==> config.mk <==
export PLATFORM = sky130hd
export DESIGN_NAME = pgwalk_top
export DESIGN_NICKNAME = d
export VERILOG_FILES = /design/src/rtl/pgwalk_pkg.sv /design/src/rtl/pgwalk_addr.sv /design/src/rtl/pgwalk_perm.sv /design/src/rtl/pgwalk_top.sv
export SDC_FILE = /design/constraint.sdc
export NUM_CORES = 1
export LEC_CHECK = 0
export CORE_UTILIZATION = 59
export DETAILED_ROUTE_END_ITERATION = 8
export DONT_BUFFER_PORTS = 1
export PLACE_DENSITY_LB_ADDON = 0.2
export SLEW_MARGIN = 30
export SYNTH_ARGS = -nofsm -noshare
export SYNTH_HDL_FRONTEND = slang
export SYNTH_SLANG_ARGS = --single-unit
==> constraint.sdc <==
create_clock -name clk -period 7.6 [get_ports clk]
set_input_delay 0.76 -clock clk [delete_from_list [all_inputs] [get_ports clk]]
set_output_delay 0.76 -clock clk [all_outputs]
set_load 0.03 [all_outputs]
==> src/rtl/pgwalk_pkg.sv <==
package pgwalk_pkg;

    localparam int VA_W       = 64;
    localparam int PHYS_TOP   = 51;
    localparam int PAGE_SHIFT = 12;
    localparam int ERR_W      = 5;

    // entry bit positions
    localparam int EB_PRES  = 0;
    localparam int EB_WRITE = 1;
    localparam int EB_USER  = 2;
    localparam int EB_SIZE  = 7;
    localparam int EB_NOEX  = 63;

    typedef enum logic [1:0] {
        FMT_FLAT,
        FMT_LEG2,
        FMT_PAE3,
        FMT_LONG4
    } fmt_e;

    typedef enum logic [1:0] {
        ST_IDLE,
        ST_ISSUE,
        ST_WAIT
    } st_e;

    typedef struct packed {
        logic wr;
        logic usr;
        logic exe;
    } acc_t;

    function automatic fmt_e pick_fmt(input logic pg, input logic pae, input logic lm);
        if (!pg)       return FMT_FLAT;
        else if (!pae) return FMT_LEG2;
        else if (lm)   return FMT_LONG4;
        else           return FMT_PAE3;
    endfunction

    function automatic logic [2:0] top_level(input fmt_e f);
        case (f)
            FMT_LEG2:  return 3'd2;
            FMT_PAE3:  return 3'd3;
            FMT_LONG4: return 3'd4;
            default:   return 3'd0;
        endcase
    endfunction

    function automatic logic [VA_W-1:0] frame_of(input logic [VA_W-1:0] e);
        logic [VA_W-1:0] m;
        m = '0;
        m[PHYS_TOP:PAGE_SHIFT] = '1;
        return e & m;
    endfunction

    function automatic logic [VA_W-1:0] root_base(input fmt_e f, input logic [VA_W-1:0] r);
        case (f)
            FMT_LEG2:  return {32'b0, r[31:12], 12'b0};
            FMT_PAE3:  return {r[VA_W-1:5], 5'b0};
            default:   return frame_of(r);
        endcase
    endfunction

    function automatic logic [ERR_W-1:0] mk_err(input acc_t a, input logic pbit);
        return {a.exe, 1'b0, a.usr, a.wr, pbit};
    endfunction

endpackage

==> src/rtl/pgwalk_addr.sv <==
module pgwalk_addr
    import pgwalk_pkg::*;
#(
    parameter int LEG_IDX_W  = 10,
    parameter int WIDE_IDX_W = 9
) (
    input  fmt_e            fmt,
    input  logic [2:0]      lvl,
    input  logic [VA_W-1:0] base,
    input  logic [VA_W-1:0] vaddr,
    input  logic [VA_W-1:0] entry,
    output logic            wide,
    output logic [VA_W-1:0] rd_addr,
    output logic [VA_W-1:0] next_base,
    output logic [VA_W-1:0] leaf_pa,
    output logic [VA_W-1:0] large_pa
);
    localparam int IDX_MAX = (LEG_IDX_W > WIDE_IDX_W) ? LEG_IDX_W : WIDE_IDX_W;

    logic [2:0]         lvl_m1;
    logic [6:0]         shamt;
    logic [IDX_MAX-1:0] idx;
    logic [IDX_MAX-1:0] idx_mask;

    assign wide   = (fmt == FMT_PAE3) || (fmt == FMT_LONG4);
    assign lvl_m1 = lvl - 3'd1;

    always_comb begin
        idx_mask = wide ? IDX_MAX'((1 << WIDE_IDX_W) - 1) : IDX_MAX'((1 << LEG_IDX_W) - 1);
        shamt    = 7'(PAGE_SHIFT) + 7'(lvl_m1) * (wide ? 7'(WIDE_IDX_W) : 7'(LEG_IDX_W));
        idx      = IDX_MAX'(vaddr >> shamt) & idx_mask;
        if (wide)
            rd_addr = base + {{(VA_W-IDX_MAX-3){1'b0}}, idx, 3'b0};
        else
            rd_addr = base + {{(VA_W-IDX_MAX-2){1'b0}}, idx, 2'b0};
    end

    always_comb begin
        next_base = wide ? frame_of(entry) : {32'b0, entry[31:12], 12'b0};
        leaf_pa   = {next_base[VA_W-1:PAGE_SHIFT], vaddr[PAGE_SHIFT-1:0]};
        if (wide)
            large_pa = {{(VA_W-PHYS_TOP-1){1'b0}}, entry[PHYS_TOP:21], vaddr[20:0]};
        else
            large_pa = {24'b0, entry[20:13], entry[31:22], vaddr[21:0]};
    end

endmodule

==> src/rtl/pgwalk_perm.sv <==
module pgwalk_perm
    import pgwalk_pkg::*;
(
    input  logic [VA_W-1:0] entry,
    input  fmt_e            fmt,
    input  logic [2:0]      tlvl,
    input  acc_t            acc,
    input  logic            wp,
    output logic            present,
    output logic            is_large,
    output logic            perm_ok,
    output logic            pbit
);
    logic skip, w_bad, u_bad, x_bad;

    always_comb begin
        present  = entry[EB_PRES];
        skip     = (fmt == FMT_PAE3) && (tlvl == 3'd2);
        is_large = (tlvl == 3'd1) && entry[EB_SIZE];
        pbit     = present && ((tlvl == 3'd0) || is_large);
        w_bad    = wp && acc.wr && !entry[EB_WRITE];
        u_bad    = acc.usr && !entry[EB_USER];
        x_bad    = (fmt != FMT_LEG2) && acc.exe && entry[EB_NOEX];
        perm_ok  = skip || !(w_bad || u_bad || x_bad);
    end

endmodule

==> src/rtl/pgwalk_top.sv <==
module pgwalk_top
    import pgwalk_pkg::*;
#(
    parameter int LEG_IDX_W  = 10,
    parameter int WIDE_IDX_W = 9
) (
    input  logic             clk,
    input  logic             rst,
    input  logic             req_valid,
    output logic             req_ready,
    input  logic [63:0]      req_vaddr,
    input  logic             req_write,
    input  logic             req_user,
    input  logic             req_exec,
    input  logic             cfg_paging,
    input  logic             cfg_pae,
    input  logic             cfg_long,
    input  logic             cfg_wp,
    input  logic [63:0]      cfg_root,
    output logic             mem_rd_valid,
    input  logic             mem_rd_ready,
    output logic [63:0]      mem_rd_addr,
    output logic             mem_rd_wide,
    input  logic             mem_rsp_valid,
    input  logic [63:0]      mem_rsp_data,
    output logic             done,
    output logic             done_fault,
    output logic [63:0]      done_paddr,
    output logic [4:0]       done_err
);
    st_e             state_q;
    fmt_e            fmt_q, fmt_in;
    acc_t            acc_q;
    logic            wp_q;
    logic [VA_W-1:0] va_q, base_q, pa_q;
    logic [2:0]      lvl_q, tlvl;
    logic            done_q, fault_q;
    logic [ERR_W-1:0] err_q;

    logic [VA_W-1:0] entry, rd_addr, next_base, leaf_pa, large_pa;
    logic            wide, present, is_large, perm_ok, pbit;

    assign fmt_in = pick_fmt(cfg_paging, cfg_pae, cfg_long);
    assign entry  = wide ? mem_rsp_data : {32'b0, mem_rsp_data[31:0]};
    assign tlvl   = lvl_q - 3'd1;

    pgwalk_addr #(
        .LEG_IDX_W (LEG_IDX_W),
        .WIDE_IDX_W(WIDE_IDX_W)
    ) u_addr (
        .fmt      (fmt_q),
        .lvl      (lvl_q),
        .base     (base_q),
        .vaddr    (va_q),
        .entry    (entry),
        .wide     (wide),
        .rd_addr  (rd_addr),
        .next_base(next_base),
        .leaf_pa  (leaf_pa),
        .large_pa (large_pa)
    );

    pgwalk_perm u_perm (
        .entry   (entry),
        .fmt     (fmt_q),
        .tlvl    (tlvl),
        .acc     (acc_q),
        .wp      (wp_q),
        .present (present),
        .is_large(is_large),
        .perm_ok (perm_ok),
        .pbit    (pbit)
    );

    assign req_ready    = (state_q == ST_IDLE) && !done_q;
    assign mem_rd_valid = (state_q == ST_ISSUE);
    assign mem_rd_addr  = rd_addr;
    assign mem_rd_wide  = wide;
    assign done         = done_q;
    assign done_fault   = fault_q;
    assign done_paddr   = pa_q;
    assign done_err     = err_q;

    always_ff @(posedge clk) begin
        if (rst) begin
            state_q <= ST_IDLE;
            fmt_q   <= FMT_FLAT;
            acc_q   <= '0;
            wp_q    <= 1'b0;
            va_q    <= '0;
            base_q  <= '0;
            lvl_q   <= '0;
            done_q  <= 1'b0;
            fault_q <= 1'b0;
            pa_q    <= '0;
            err_q   <= '0;
        end else begin
            done_q <= 1'b0;
            case (state_q)
                ST_IDLE: begin
                    if (req_valid && req_ready) begin
                        fmt_q <= fmt_in;
                        acc_q <= '{wr: req_write, usr: req_user, exe: req_exec};
                        wp_q  <= cfg_wp;
                        va_q  <= req_vaddr;
                        if (fmt_in == FMT_FLAT) begin
                            done_q  <= 1'b1;
                            fault_q <= 1'b0;
                            err_q   <= '0;
                            pa_q    <= req_vaddr;
                        end else begin
                            base_q  <= root_base(fmt_in, cfg_root);
                            lvl_q   <= top_level(fmt_in);
                            state_q <= ST_ISSUE;
                        end
                    end
                end
                ST_ISSUE: begin
                    if (mem_rd_ready) state_q <= ST_WAIT;
                end
                ST_WAIT: begin
                    if (mem_rsp_valid) begin
                        if (!present || !perm_ok) begin
                            state_q <= ST_IDLE;
                            done_q  <= 1'b1;
                            fault_q <= 1'b1;
                            err_q   <= mk_err(acc_q, pbit);
                        end else if (tlvl == 3'd0) begin
                            state_q <= ST_IDLE;
                            done_q  <= 1'b1;
                            fault_q <= 1'b0;
                            err_q   <= '0;
                            pa_q    <= leaf_pa;
                        end else if (is_large) begin
                            state_q <= ST_IDLE;
                            done_q  <= 1'b1;
                            fault_q <= 1'b0;
                            err_q   <= '0;
                            pa_q    <= large_pa;
                        end else begin
                            base_q  <= next_base;
                            lvl_q   <= tlvl;
                            state_q <= ST_ISSUE;
                        end
                    end
                end
                default: state_q <= ST_IDLE;
            endcase
        end
    end

endmodule

After elaboration in Yosys (flattened, before gate mapping). Cells that the tools add are included.

Register bits: 210. Bits in latches: 0. Bits in writable memories: 0. Memory bits (read-only): 0. Output and inout bits: 138. Word-level logic and storage cells: 132. Memories kept: 0.

$add $sub $neg: 4. Multiply operators: 1. Divide/modulo/power cells: 0. $lt $le $gt $ge: 0. Equality and inequality tests: 20. Shift operators: 1. Mux-type cells: 61. Bitwise logic cells: 1. Reduce and logical (&&, ||, !) cells: 31.

Operator list (count): 64-bit 2-to-1 mux (14); 64-bit case mux with 2 select lines (3); 52-bit 2-to-1 mux (2); 64-bit by 12-bit adder with 64-bit output (1); 64-bit by 13-bit adder with 64-bit output (1); 64-bit by 7-bit >> shifter with 10-bit output (1); 5-bit 2-to-1 mux (6); 3-bit 2-to-1 mux (6); 1-bit 2-to-1 mux (16); 2-bit 2-to-1 mux (7); 10-bit AND (1); 2-bit == test (second input constant) (5); 1-bit logical AND (10); 10-bit 2-to-1 mux (1); 2-bit inequality test (second input constant) (5); 5-bit case mux with 2 select lines (1); 3-bit case mux with 3 select lines (1); 2-bit by 1-bit inequality test with 1-bit output (second input constant) (4); 4-bit by 7-bit adder with 7-bit output (first input constant) (1); 3-bit by 7-bit multiplier with 7-bit output (1); 7-bit AND reduction (1); 1-bit logical NOT (6); 1-bit logical OR (6); 2-bit case mux with 3 select lines (1); 15 further kinds (18).

Depth between registers and ports, before layout.
Depth in word-level cells: 14. Gate-level depth with buffers: 29. Mapped depth without buffers: 24.

Hierarchy. From an unflattened synthesis, not the netlist that was laid out.

Cells, all modules: 2313. Area total of the unflattened synthesis: 17564.3 µm².

Modules (own cells, without submodules): pgwalk_top (times used 1, cells an instance 1256, area an instance 9521.6 µm², seq. area each 4184.0 µm²); pgwalk_addr (times used 1, cells an instance 1043, area an instance 7970.1 µm², seq. area each 0.0 µm²); pgwalk_perm (times used 1, cells an instance 14, area an instance 72.6 µm², seq. area each 0.0 µm²).

Worst setup path after synthesis. Ideal clock, no wire load.

Path type: register to output. From: reg lvl_q[0]. To: out mem_rd_addr[17]. Data arrival time: 6.855 ns. Setup slack: -0.015 ns. Cell stages (with the launch flop): 28. Path buffers: 6. Cell sequence: dfxtp_1 buf_2 inv_2 ha_1 buf_2 buf_2 buf_2 nor2_1 xnor2_1 ha_1 a211o_1 fa_1 clkbuf_1 clkbuf_1 nor2_1 a311oi_1 a21oi_1 o211a_1 mux2_2 ha_1 fa_1 a21o_1 a21oi_1 o21bai_1 a2111oi_2 nor3_1 and3_1 xor2_1.

Longest elaborated chain between the ends: 7. Elaborated cells between the ends (all ways): 8.

Ends and longest elaborated chain: start, declared (line pgwalk_top.sv:36) `logic [2:0] lvl_q, tlvl;`; start signal, assigned (line pgwalk_top.sv:113) `lvl_q <= top_level(fmt_in);`; start signal, assigned (line pgwalk_top.sv:142) `lvl_q <= tlvl;`; 3-bit by 1-bit subtractor with 3-bit output (*) (line pgwalk_addr.sv:26) `assign lvl_m1 = lvl - 3'd1;`; 3-bit by 7-bit multiplier with 7-bit output (*) (line pgwalk_addr.sv:30) `shamt = 7'(PAGE_SHIFT) + 7'(lvl_m1) * (wide ? 7'(WIDE_IDX_W) : 7'(LEG_IDX_W));`; 4-bit by 7-bit adder with 7-bit output (*) (line pgwalk_addr.sv:30); 64-bit by 7-bit >> shifter with 10-bit output (*) (line pgwalk_addr.sv:31) `idx = IDX_MAX'(vaddr >> shamt) & idx_mask;`; 10-bit AND (*) (line pgwalk_addr.sv:31); 64-bit by 12-bit adder with 64-bit output or 64-bit by 13-bit adder with 64-bit output (tied branches) (line pgwalk_addr.sv:35, pgwalk_addr.sv:33); 64-bit 2-to-1 mux (*) (line pgwalk_addr.sv:32) `if (wide)`; end, declared (line pgwalk_top.sv:22) `output logic [63:0] mem_rd_addr,`.

Every way passes the cells marked *; elsewhere a longest branch is shown, timed or not.

Worst setup path in the final report.
From: reg lvl_q[0]. To: out mem_rd_addr[57].

The elaborated chain is that of the path after synthesis.

==> metrics <==
status finished, final reports clean; endpoints failing hold 0; RR Endpoint done_paddr[34]$_SDFFE_PP0P_; cts bufs inserted 23; multi-input logic area 8270 um^2; Slowest-stage cell, CP fa_2; routed vias 13.0k; clock skew 0.0115 ns; routed len/inst 24.4 um; Die W 150 um; synth unique cells 79; Initial Util 0.610; Via density 6.81; total clock sinks 204; CP required 6.84 ns; crit-path max FO 20; Row Count 53; antenna violations before repair 2; Die H 150 um; fin crit share 0.959; fmax 137 MHz; worst setup path end mem_rd_addr[57]; top cell type's share of synthesized area 0.314; post-placement cell count 1872; worst vdd ir 0.000221 V; Yosys reg bits 204; GRT overflow 0; Critical Path AT 6.53 ns; Post-Syn Area per Cell 7.93 um^2; Hold Path Class in -> reg; Commonest cells post-synth nand2_1, dfxtp_1, a21oi_1, nor2_1, clkbuf_1; first-pass GRT wire length 70200 um; RSZ-0062 raised after global routing no; I/O pin cnt 342; die area 22600 um^2; total wire length 46800 um; Worst setup SP type register; clk_lat worst skew 0.53 ns; initial drt markers 1287; vias in the first global route 12.1k; Primary FF master, synth dfxtp_1; busiest grt layer met2; largest cells by area after synthesis dfxtp_1, nand2_1, mux4_2, a21oi_1, nor2_1; Setup TNS 0 ns; Slowest Stage Delay on Critical Path 0.58 ns; 1st-pass router iterations 5; Final ANT Viol Nets 0; max-cap violation count 0; Cell Count, Final, Fillers Out 1914; Post-CTS Hold Fix Bufs 0; CTS tree built; PwrDens 274 nW/um^2; GR Layer Usage met3 0.0885; EDFF count, synth 0; PortBufs 0; fin util 0.672; gr usage total 0.404; Crit Path Category reg -> out; Worst Tran Pin Value 1.01 ns; CP dominant cell by count ha_1; LEAKAGE 5.18 nW; crit path launch lvl_q[0]$_SDFFE_PP0P_; Filler cells 1832; most frequent cell after synthesis nand2_1; reg2reg path depth 8; post-DP HPWL 33800 um; R2R Path Start state_q[0]$_SDFFE_PP0P_; met2 usage 0.605; Synth area leader dfxtp_1; Mapped Cells 1637; core box area 21300 um^2; Post-Syn Area 13000 um^2; sequential fraction of the synthesis area 0.314; clk buf depth 3; Worst slew margin 0.321; final setup fails 0; asr flop ratio synth 0; yosys warns 0; grt met1 use 0.554; RD Place Congestion 1.02; clk slew on worst S/H paths 0.06 ns; Root Driver clkbuf_16; H-tree levels 1; flop2flop setup slack 3.92 ns; share of layout cells above drive strength 1 0.141; FF+latch area 4090 um^2; crit end category output port; # DRC 0; largest net degree at the start of global routing 205; pins over their slew limit 0; Synth-to-Final Area Change 10.2%; min Tclk post-route 7.29 ns; fin nets 1850
## worst max-delay path, delay by kind of cell (launching register included)
family | cells | cell delay [ns]
xor gates and xnor gates | 3 | 0.48
muxes | 1 | 0.28
AOI/OAI and AO/OA | 7 | 1.53
and+or+nand+nor | 4 | 0.83
DFF | 1 | 0.35
adders and majority gates | 5 | 1.63
buffers and inverters | 6 | 0.90
## sequential cells by signal, summed over array words and instances (netlist names)
signal      cells
done_fault      1
done_paddr     64
va_q           64
state_q         2
done_err        4
fmt_q           2
lvl_q           3
base_q         59
wp_q            1
done            1
acc_q           3
## cells in the final DEF (no fill, tap or decap), drive strengths merged, types with 20 or more instances in the layout
cell    synthesis  layout
ha             20      20
a311oi         25      25
a21oi         158     158
o21ai          27      27
nor3           60      60
xnor2          45      45
o211ai         24      24
o22ai          22      22
mux4           39      39
mux2           27      27
nand2         310     310
buf            49     102
nand3          78      78
a211oi         49      49
clkbuf         96      33
dfxtp         204     204
nor2          121     121
inv            19      21
mux2i          37      37
a221oi         28      28
## worst min path at each step
stage | endpoint | depth (start not counted) | slack [ns] | start
6_report | base_q[44]$_SDFFE_PP0P_ | 1 | 0.31 | rst
5_1_grt | fmt_q[1]$_SDFFE_PP0P_ | 1 | 0.29 | rst
4_1_cts | base_q[63]$_SDFFE_PP0P_ | 1 | 0.30 | rst
3_5_place_dp | wp_q$_SDFFE_PP0P_ | 2 | 0.45 | wp_q$_SDFFE_PP0P_
3_3_place_gp | base_q[7]$_SDFFE_PP0P_ | 2 | 0.44 | base_q[7]$_SDFFE_PP0P_
2_1_floorplan | base_q[10]$_SDFFE_PP0P_ | 2 | 0.44 | base_q[10]$_SDFFE_PP0P_
## routing by layer
layer / vias up / wire length, um
met5: - / 13
met4: 2 / 2200
met3: 146 / 5290
met2: 757 / 20600
met1: 6179 / 18600
li1: 5946 / -
## stage by stage
step / area [um^2] / setup WS [ns] / total power [mW] / hold slack, ns
floorplan: 13000 / 0.0413 / 2.34 / 0.436
global route: 14300 / 0.0398 / 4.07 / 0.292
CTS: 14300 / 0.119 / 3.84 / 0.301
global placement: 13500 / 0.787 / 2.78 / 0.441
finish: 14300 / 0.313 / 3.92 / 0.309
detailed placement: 13500 / 0.692 / 2.77 / 0.446
## cell families after synthesis
family,after synthesis,share of synthesized area
other,1,0.000289
buffers and inverters,166,0.0569
xor gates and xnor gates,61,0.0417
AOI/OAI and AO/OA,423,0.221
and+or+nand+nor,657,0.223
DFF,204,0.314
adders and majority gates,22,0.0224
muxes,103,0.120
## what timing repair did
action | CTS | global route
setup buffers | 0 | 1
resized for setup | 0 | 5
endpoints found under the setup margin | 0 | 25
endpoints found under the hold margin | 0 | 0
## where the power goes
part,internal (mW),total [mW],switching [mW]
clock,0.619,1.07,0.455
combinational,0.557,1.51,0.957
sequential,1.16,1.33,0.170
total,2.34,3.92,1.58
## area by class of cell
type	instances	share of cell area
Antenna cell	1	0.000175
Clock buffer	32	0.0447
Clock inverter	7	0.00472
Inverter	21	0.00551
Multi-Input combinational cell	1271	0.578
Sequential cell	204	0.285
Tap cell	275	0.0240
Timing Repair Buffer	103	0.0579
Note: power is estimated with default switching activity, not from simulation.
